`src/rtl/pinov_pkg.sv`:
```
package pinov_pkg;
    localparam int NPINS     = 2;
    localparam int PIN_SCL   = 0;
    localparam int PIN_SDA   = 1;

    localparam logic [7:0] OFS_FUNC = 8'h48;
    localparam logic [7:0] OFS_DIR  = 8'h4C;
    localparam logic [7:0] OFS_DIN  = 8'h50;
    localparam logic [7:0] OFS_DOUT = 8'h54;
    localparam logic [7:0] OFS_SET  = 8'h58;
    localparam logic [7:0] OFS_CLR  = 8'h5C;

    typedef struct packed {
        logic             sw_own;
        logic [NPINS-1:0] drive_en;
        logic [NPINS-1:0] level;
    } ctl_t;
endpackage

```
`src/rtl/pinov_sync.sv`:
```
module pinov_sync #(
    parameter int WIDTH  = 2,
    parameter int STAGES = 2
) (
    input  logic             clk,
    input  logic             rst_n,
    input  logic [WIDTH-1:0] async_i,
    output logic [WIDTH-1:0] sync_o
);
    for (genvar p = 0; p < WIDTH; p++) begin : g_line
        logic [STAGES-1:0] chain_d, chain_q;

        always_comb begin
            chain_d = {chain_q[STAGES-2:0], async_i[p]};
        end

        always_ff @(posedge clk or negedge rst_n) begin
            if (!rst_n) chain_q <= '0;
            else        chain_q <= chain_d;
        end

        assign sync_o[p] = chain_q[STAGES-1];


        line_rise_origin_chk: assert property (@(posedge clk) disable iff (!rst_n)
            $rose(sync_o[p]) |-> $past(async_i[p], 2));
    end
endmodule

```
`src/rtl/pinov_regs.sv`:
```
module pinov_regs
    import pinov_pkg::*;
#(
    parameter int ADDR_W = 8,
    parameter int DATA_W = 16
) (
    input  logic              clk,
    input  logic              rst_n,
    input  logic              wen,
    input  logic [ADDR_W-1:0] addr,
    input  logic [DATA_W-1:0] wdata,
    input  logic [NPINS-1:0]  line_lvl,
    output logic [DATA_W-1:0] rdata,
    output ctl_t              ctl
);
    localparam logic [ADDR_W-1:0] A_FUNC = ADDR_W'(OFS_FUNC);
    localparam logic [ADDR_W-1:0] A_DIR  = ADDR_W'(OFS_DIR);
    localparam logic [ADDR_W-1:0] A_DIN  = ADDR_W'(OFS_DIN);
    localparam logic [ADDR_W-1:0] A_DOUT = ADDR_W'(OFS_DOUT);
    localparam logic [ADDR_W-1:0] A_SET  = ADDR_W'(OFS_SET);
    localparam logic [ADDR_W-1:0] A_CLR  = ADDR_W'(OFS_CLR);

    ctl_t ctl_d, ctl_q;
    logic [NPINS-1:0] set_mask, clr_mask;

    always_comb begin
        set_mask = '0;
        clr_mask = '0;
        ctl_d    = ctl_q;
        if (wen) begin
            if (addr == A_FUNC) ctl_d.sw_own   = wdata[0];
            if (addr == A_DIR)  ctl_d.drive_en = wdata[NPINS-1:0];
            if (addr == A_SET)  set_mask       = wdata[NPINS-1:0];
            if (addr == A_CLR)  clr_mask       = wdata[NPINS-1:0];
        end
        ctl_d.level = (ctl_q.level | set_mask) & ~clr_mask;
    end

    always_ff @(posedge clk or negedge rst_n) begin
        if (!rst_n) ctl_q <= '0;
        else        ctl_q <= ctl_d;
    end

    always_comb begin
        rdata = '0;
        if (addr == A_FUNC)      rdata[0]         = ctl_q.sw_own;
        else if (addr == A_DIR)  rdata[NPINS-1:0] = ctl_q.drive_en;
        else if (addr == A_DIN)  rdata[NPINS-1:0] = line_lvl;
        else if (addr == A_DOUT) rdata[NPINS-1:0] = ctl_q.level;
    end

    assign ctl = ctl_q;


    set_bits_land_chk: assert property (@(posedge clk) disable iff (!rst_n)
        (wen && addr == A_SET) |=> ((ctl_q.level & $past(wdata[NPINS-1:0])) == $past(wdata[NPINS-1:0])));


    clr_bits_land_chk: assert property (@(posedge clk) disable iff (!rst_n)
        (wen && addr == A_CLR) |=> ((ctl_q.level & $past(wdata[NPINS-1:0])) == '0));


    dout_write_inert_chk: assert property (@(posedge clk) disable iff (!rst_n)
        (wen && (addr == A_DOUT || addr == A_DIN)) |=> $stable(ctl_q));
endmodule

```
`src/rtl/pinov_mux.sv`:
```
module pinov_mux
    import pinov_pkg::*;
(
    input  ctl_t             ctl,
    input  logic [NPINS-1:0] eng_oe,
    output logic [NPINS-1:0] pin_oe
);
    for (genvar p = 0; p < NPINS; p++) begin : g_pin
        always_comb begin
            if (ctl.sw_own) pin_oe[p] = ctl.drive_en[p] & ~ctl.level[p];
            else            pin_oe[p] = eng_oe[p];
        end
    end
endmodule

```
`src/rtl/i2c_pin_override.sv`:
```
module i2c_pin_override
    import pinov_pkg::*;
#(
    parameter int ADDR_W      = 8,
    parameter int DATA_W      = 16,
    parameter int SYNC_STAGES = 2
) (
    input  logic              clk,
    input  logic              rst_n,
    input  logic              reg_wen,
    input  logic [ADDR_W-1:0] reg_addr,
    input  logic [DATA_W-1:0] reg_wdata,
    output logic [DATA_W-1:0] reg_rdata,
    input  logic              eng_scl_oe,
    input  logic              eng_sda_oe,
    input  logic              pad_scl_i,
    input  logic              pad_sda_i,
    output logic              pad_scl_oe,
    output logic              pad_sda_oe
);
    ctl_t             ctl;
    logic [NPINS-1:0] line_lvl;
    logic [NPINS-1:0] pin_oe;
    logic [NPINS-1:0] eng_oe;
    logic [NPINS-1:0] pad_lvl;

    assign eng_oe  = {eng_sda_oe, eng_scl_oe};
    assign pad_lvl = {pad_sda_i, pad_scl_i};

    pinov_sync #(.WIDTH(NPINS), .STAGES(SYNC_STAGES)) u_sync (
        .clk     (clk),
        .rst_n   (rst_n),
        .async_i (pad_lvl),
        .sync_o  (line_lvl)
    );

    pinov_regs #(.ADDR_W(ADDR_W), .DATA_W(DATA_W)) u_regs (
        .clk      (clk),
        .rst_n    (rst_n),
        .wen      (reg_wen),
        .addr     (reg_addr),
        .wdata    (reg_wdata),
        .line_lvl (line_lvl),
        .rdata    (reg_rdata),
        .ctl      (ctl)
    );

    pinov_mux u_mux (
        .ctl    (ctl),
        .eng_oe (eng_oe),
        .pin_oe (pin_oe)
    );

    assign pad_scl_oe = pin_oe[PIN_SCL];
    assign pad_sda_oe = pin_oe[PIN_SDA];


    sw_ignores_engine_chk: assert property (@(posedge clk) disable iff (!rst_n)
        (ctl.sw_own && $stable(ctl)) |-> $stable(pin_oe));


    undriven_released_chk: assert property (@(posedge clk) disable iff (!rst_n)
        (ctl.sw_own && !ctl.drive_en[PIN_SCL]) |-> !pad_scl_oe);


    func_upper_zero_chk: assert property (@(posedge clk) disable iff (!rst_n)
        (reg_addr == ADDR_W'(OFS_FUNC)) |-> (reg_rdata[DATA_W-1:1] == '0));
endmodule

```
`config.mk`:
```
export PLATFORM = sky130hd
export DESIGN_NAME = i2c_pin_override
export DESIGN_NICKNAME = d
export VERILOG_FILES = /design/src/rtl/pinov_pkg.sv /design/src/rtl/pinov_sync.sv /design/src/rtl/pinov_regs.sv /design/src/rtl/pinov_mux.sv /design/src/rtl/i2c_pin_override.sv
export SDC_FILE = /design/constraint.sdc
export NUM_CORES = 1
export LEC_CHECK = 0
export BUFFER_PORTS_ARGS = -buffer_cell sky130_fd_sc_hd__buf_2
export CORE_MARGIN = 1
export CORE_UTILIZATION = 34
export CTS_CLUSTER_DIAMETER = 100
export DETAILED_ROUTE_END_ITERATION = 16
export PLACE_DENSITY_LB_ADDON = 0.25
export REMOVE_ABC_BUFFERS = 1
export SLEW_MARGIN = 20
export SYNTH_ARGS = -nofsm -noshare
export SYNTH_HDL_FRONTEND = slang
export SYNTH_HIERARCHICAL = 1
export SYNTH_SLANG_ARGS = --single-unit
```
`constraint.sdc`:
```
create_clock -name clk -period 0.8 [get_ports clk]
set_input_delay 0 -clock clk [delete_from_list [all_inputs] [get_ports clk]]
set_output_delay 0 -clock clk [all_outputs]
set_load 0.01 [all_outputs]
```
# Word level (Yosys, flattened, before mapping)
# Cells that the tools add are included.
[word_totals]
reg_bits = 9
latch_bits = 0
mem_bits_rw = 0
mem_bits_ro = 0
inputBits = 31
output_inout_bits = 18
elab_cells = 31
n_memories = 0
[classes]
addsub = 0
multipliers = 0
div = 0
order_cmp = 0
eq_ne = 6
shifts = 0
n_mux = 11
n_bitwise = 7
n_reduce_logical = 2
[ops]
columns = ["cell", "n"]
rows = [
  ["equality test 8 x 7 -> 1 bit, second input constant", 6],
  ["2-to-1 mux 2 bit", 7],
  ["2-to-1 mux 1 bit", 4],
  ["AND reduction 2 bit", 2],
  ["AND 1 bit", 2],
  ["AND 2 bit", 1],
  ["inverter 1 bit", 2],
  ["inverter 2 bit", 1],
  ["bitwise OR 2 bit", 1],
]

# Depth between registers and ports, before layout
[logic_depth]
word_depth = 5
mapped_depth = 4
ltp_nobuf = 3

# Modules after synthesis
# Netlist, hierarchy kept.
[modules_own_cells]
columns = ["mod", "instances", "cells_per_inst", "area_each_um2", "seq_area_each_um2"]
rows = [
  ["pinov_regs", 1, 48, 476.7, 125.1],
  ["pinov_sync", 1, 6, 115.1, 100.1],
  ["pinov_mux", 1, 6, 32.5, 0.0],
]

# Worst setup path after synthesis
# Ideal clock, no wire load.
[synth_path]
kind = "input-to-reg"
from = "in reg_addr[0]"
to = "reg u_regs.ctl_q (netlist bit u_regs/ctl[2])"
setup_time_ns = 0.125
arrival_time_ns = 0.765
required_time_ns = 0.675
path_slack_ns = -0.090
stages = 3
path_buffers = 0
path_cell_list = "and4bb_4 > nand4b_4 > mux2_4"
[synth_via]
elab_chain_cells = 2
[synth_lines]
columns = ["item", "line", "text"]
rows = [
  ["from (decl)", "i2c_pin_override.sv:11", "input logic [ADDR_W-1:0] reg_addr,"],
  ["equality test 8 x 7 -> 1 bit", "pinov_regs.sv:32", "if (addr == A_DIR) ctl_d.drive_en = wdata[NPINS-1:0];"],
  ["AND reduction 2 bit (no source line)", "-", ""],
  ["to (signal assigned)", "pinov_regs.sv:41", "else ctl_q <= ctl_d;"],
  ["to (decl)", "pinov_regs.sv:23", "ctl_t ctl_d, ctl_q;"],
]
# No other way between the ends.
# A chain may end at the register's enable or synchronous reset.

# Worst setup path in the final report
[layout_path]
from = "reg u_regs.ctl_q (netlist bit u_regs/ctl[1])"
to = "out reg_rdata[1]"
[layout_via]
elab_chain_cells = 4
[layout_lines]
columns = ["item", "line", "text"]
rows = [
  ["2-to-1 mux 2 bit", "pinov_regs.sv:49", "else if (addr == A_DOUT) rdata[NPINS-1:0] = ctl_q.level;"],
  ["2-to-1 mux 2 bit", "pinov_regs.sv:48", "else if (addr == A_DIN) rdata[NPINS-1:0] = line_lvl;"],
  ["2-to-1 mux 2 bit", "pinov_regs.sv:47", "else if (addr == A_DIR) rdata[NPINS-1:0] = ctl_q.drive_en;"],
  ["2-to-1 mux 1 bit", "pinov_regs.sv:46", "if (addr == A_FUNC) rdata[0] = ctl_q.sw_own;"],
  ["to (decl)", "i2c_pin_override.sv:13", "output logic [DATA_W-1:0] reg_rdata,"],
]
# No other way between the ends.

==> summary.md <==
| Metric | Value |
|---|---|
| Via density | approximately 4 |
| Critical Path Slowest Stage Cell | dfrtp_1 |
| Setup TNS Final | -1.81 ns |
| Core Util, Final | between 50% and 60% |
| Vias | roughly 490 |
| Largest stage delay on the critical path | between 0.3 and 0.4 ns |
| Core Region | around 1700 um^2 |
| Router iterations before antenna repair | 10 |
| IO Port Bufs | 20 |
| Cts bufs inserted | 3 |
| Yosys cell types | 19 |
| Final WL | approximately 1.2 mm |
| Number of setup violations in the final report | 8 |
| Ports | 49 |
| Largest net degree at the start of global routing | 10 |
| Synth Warn # | 6 |
| Antenna diodes | 0 |
| Max Transition Viols Final | 0 |
| Top-count cell post-synth | buf_4 |
| Die W | roughly 45 um |
| Most frequent cells after synthesis | 16 x buf_4, 9 x dfrtp_1, 4 x inv_1, 4 x nand3b_1 |
| Pleak | about 0.49 nW |
| Sequential area share after synthesis | a little over a third |
| Clk sinks | 9 |
| Synthesized flop and latch total | 9 |
| Yosys top cell by area | dfrtp_1 |
| Number of synthesized flops with an enable pin | 0 |
| Remaining Overflow, GRT | 0 |
| Worst-path cell chain | and3b_2, o21ai_2, a21oi_1, buf_2 |
| Root Driver | clkbuf_4 |
| Non-filler cells, final | between 100 and 150 |
| Placed insts | ~110 |
| Switching Share | between 20% and 30% |
| Internal power | about 0.0008 W |
| Post-synth ARST share | 100% |
| Sequential cell fraction of total power | about 45% |
| Cell row count | 15 |
| RSZ-0062 raised after global routing | yes |
| Count of final hold-check violations | 0 |
| First-pass GRT wire length | 1.73 mm |
| Critical path startpoint category | register |
| Maximum vdd ir drop | just over 700 uV |
| Post-route antenna net violation count | 0 |
| Min cycle time layout | ~1.2 ns |
| Syn Area/Cell | about 10 um^2 |
| Crit Path Max Fanout | 2 |
| Clk_lat worst skew | approximately 0.25 ns |
| Post-Place Worst Slack | -0.221 ns |
| Failing checks | design-rule violations, negative setup slack |
| Max Root-Sink Buffers | 2 |
| Hpwl dp | approximately 840 um |
| Top area cells in the synthesized netlist | dfrtp_1 36%, buf_4 19%, mux2_2 5.4%, mux2_4 4.8%, nand3b_1 4.8% |
| Detailed router's first-iteration violation count | 6 |
| CTS tree | done |
| Outcome | complete, but fails checks |
| Final #Nets | between 100 and 150 |
| Post-synthesis cell count | 60 |
| WL per Instance | approximately 9.5 um |
| Post-synth top area share | approximately 36% |
| Initial antenna violation count | 0 |
| Net Switching | between 0.0002 and 0.0003 W |
| Post-Route Skew | between 0.00002 and 0.00003 ns |
| Crit path capture type | output pin |
| Max-Cap Viols | 0 |
| Worst-path clk slew | 0.06 ns |
| Pwr/cell area | between 1000 and 1500 nW/um^2 |
| Placer congestion estimate | approximately 0.7 |
| CP required | ~0.80 ns |
| Area grow syn2layout | 41.1% |
| Layout cells sized above 1 | approximately half |
| Synth Cell Area | around 620 um^2 |
| Clk pwr share | about a third |
| H-tree lvl count | 1 |
| Design Power | about 0.0011 W |
| Crit Path Category | register to output pin |
| Comb pwr share | ~23% |
| Vias in the first global route | 444 |
| Crit share post-route | 146% |
| Die area | just over 2000 um^2 |
| Main synth FF type | dfrtp_1 |
| Starting Density | a little over a third |
| # DRC | 2 |
| Hold Crit Class | input port to register |
| Peak Freq | about 850 MHz |
| Gr usage total | 12.3% |
| Final worst slack | -0.372 ns |
| CP Data Arrival Time | about 1.2 ns |
| Die height | about 45 um |
==> cells by family (layout without fill, tap and decap cells) <==
| kind of cell | count (synthesis) | count (layout) | share of synthesized area (%) |
|---|---|---|---|
| flip-flops | 9 | 9 | 36.1 |
| other | 1 | 14 | 0.601 |
| buffers and inverters | 21 | 46 | 22.4 |
| multiplexers | 7 | 7 | 13.4 |
| AO/OA/AOI/OAI | 5 | 5 | 4.01 |
| AND/OR/NAND/NOR | 17 | 17 | 23.4 |
==> critical path: cells and delay by family, from the launching register on <==
family / cells / cell delay, ns
buffers and inverters: 1 / 0.13
AND/OR/NAND/NOR: 1 / 0.21
AO/OA/AOI/OAI: 2 / 0.18
flip-flops: 1 / 0.39
==> power by group through the flow <==
stage | Combinational, W | Clock [W] | Sequential (W)
floorplan | 0.0000884 | 0 | 0.000494
global placement | 0.000203 | 0 | 0.000494
detailed placement | 0.000204 | 0 | 0.000494
CTS | 0.000229 | 0.000357 | 0.000486
global route | 0.000275 | 0.000380 | 0.000488
finish | 0.000248 | 0.000346 | 0.000487
==> sequential cells by signal, summed over array words and instances, names as in the netlist <==
signal,count
u_regs/ctl,5
u_sync/g_line.chain_q,4
==> layer usage <==
metal | GRT usage (%) | routed length (um) | part of all wire (%) | up-vias
met1 | 13.9 | 533 | 46 | 226
met3 | 1.20 | 51 | 4.4 | 2
met2 | 21.5 | 574 | 49 | 18
met5 | 0 | 0 | 0 | -
li1 | - | - | - | 248
met4 | 9.09 | 10 | 0.86 | 0
==> cell type report <==
cell class / count / area (um^2)
multi-input cells: 43 / 319
fillers: 178 / 846
clock buffers: 4 / 26.3
flip-flops and latches: 9 / 225
repair buffers: 38 / 264
well taps: 25 / 31.3
inverters: 4 / 15.0
==> layout by cell type, fill, tap and decap left out, drive strengths merged <==
cell	Yosys	layout
and4bb	1	1
a21oi	2	2
o21ai	3	3
clkbuf	0	4
conb	1	14
and3b	2	2
nand4	2	2
dfrtp	9	9
nor2	3	3
dlygate4sd3	0	4
nand4b	1	1
nand3b	4	4
buf	17	34
nand2	1	1
nor3b	1	1
mux2	5	5
nand3	2	2
mux2i	2	2
inv	4	4
==> through the flow <==
step	instance area, um^2	hold WS, ns
finish	881	0.0266
global route	881	0.0281
CTS	843	0.00933
detailed placement	762	-0.138
global placement	762	-0.141
floorplan	548	-0.296
==> repair_timing <==
| action | in CTS | in global routing |
|---|---|---|
| endpoints found under the setup margin | 7 | 7 |
| hold endpoints to repair | 12 | 0 |
| pin swaps | 3 | 4 |
| resized for setup | 5 | 7 |
| buffers inserted | 1 | 3 |
| hold buffers | 4 | 0 |
==> worst paths after layout <==
kind	start	end	slack, ns	depth (start not counted)
worst max-delay path	u_regs/ctl[1]$_DFF_PN0_	reg_rdata[1]	-0.37	4
worst min-delay path	reg_wdata[0]	u_regs/ctl[2]$_DFFE_PN0P_	0.03	2
worst max register to register	u_regs/ctl[4]$_DFFE_PN0P_	u_regs/ctl[4]$_DFFE_PN0P_	-0.18	3
worst min register to register	u_sync/g_line[0].chain_q[0]$_DFF_PN0_	u_sync/g_line[0].chain_q[1]$_DFF_PN0_	0.35	0
max in group asynchronous	rst_n	u_regs/ctl[4]$_DFFE_PN0P_	0.50	2
min in group asynchronous	rst_n	u_sync/g_line[1].chain_q[0]$_DFF_PN0_	0.13	2
No activity file was read; power rests on OpenSTA's default activity.
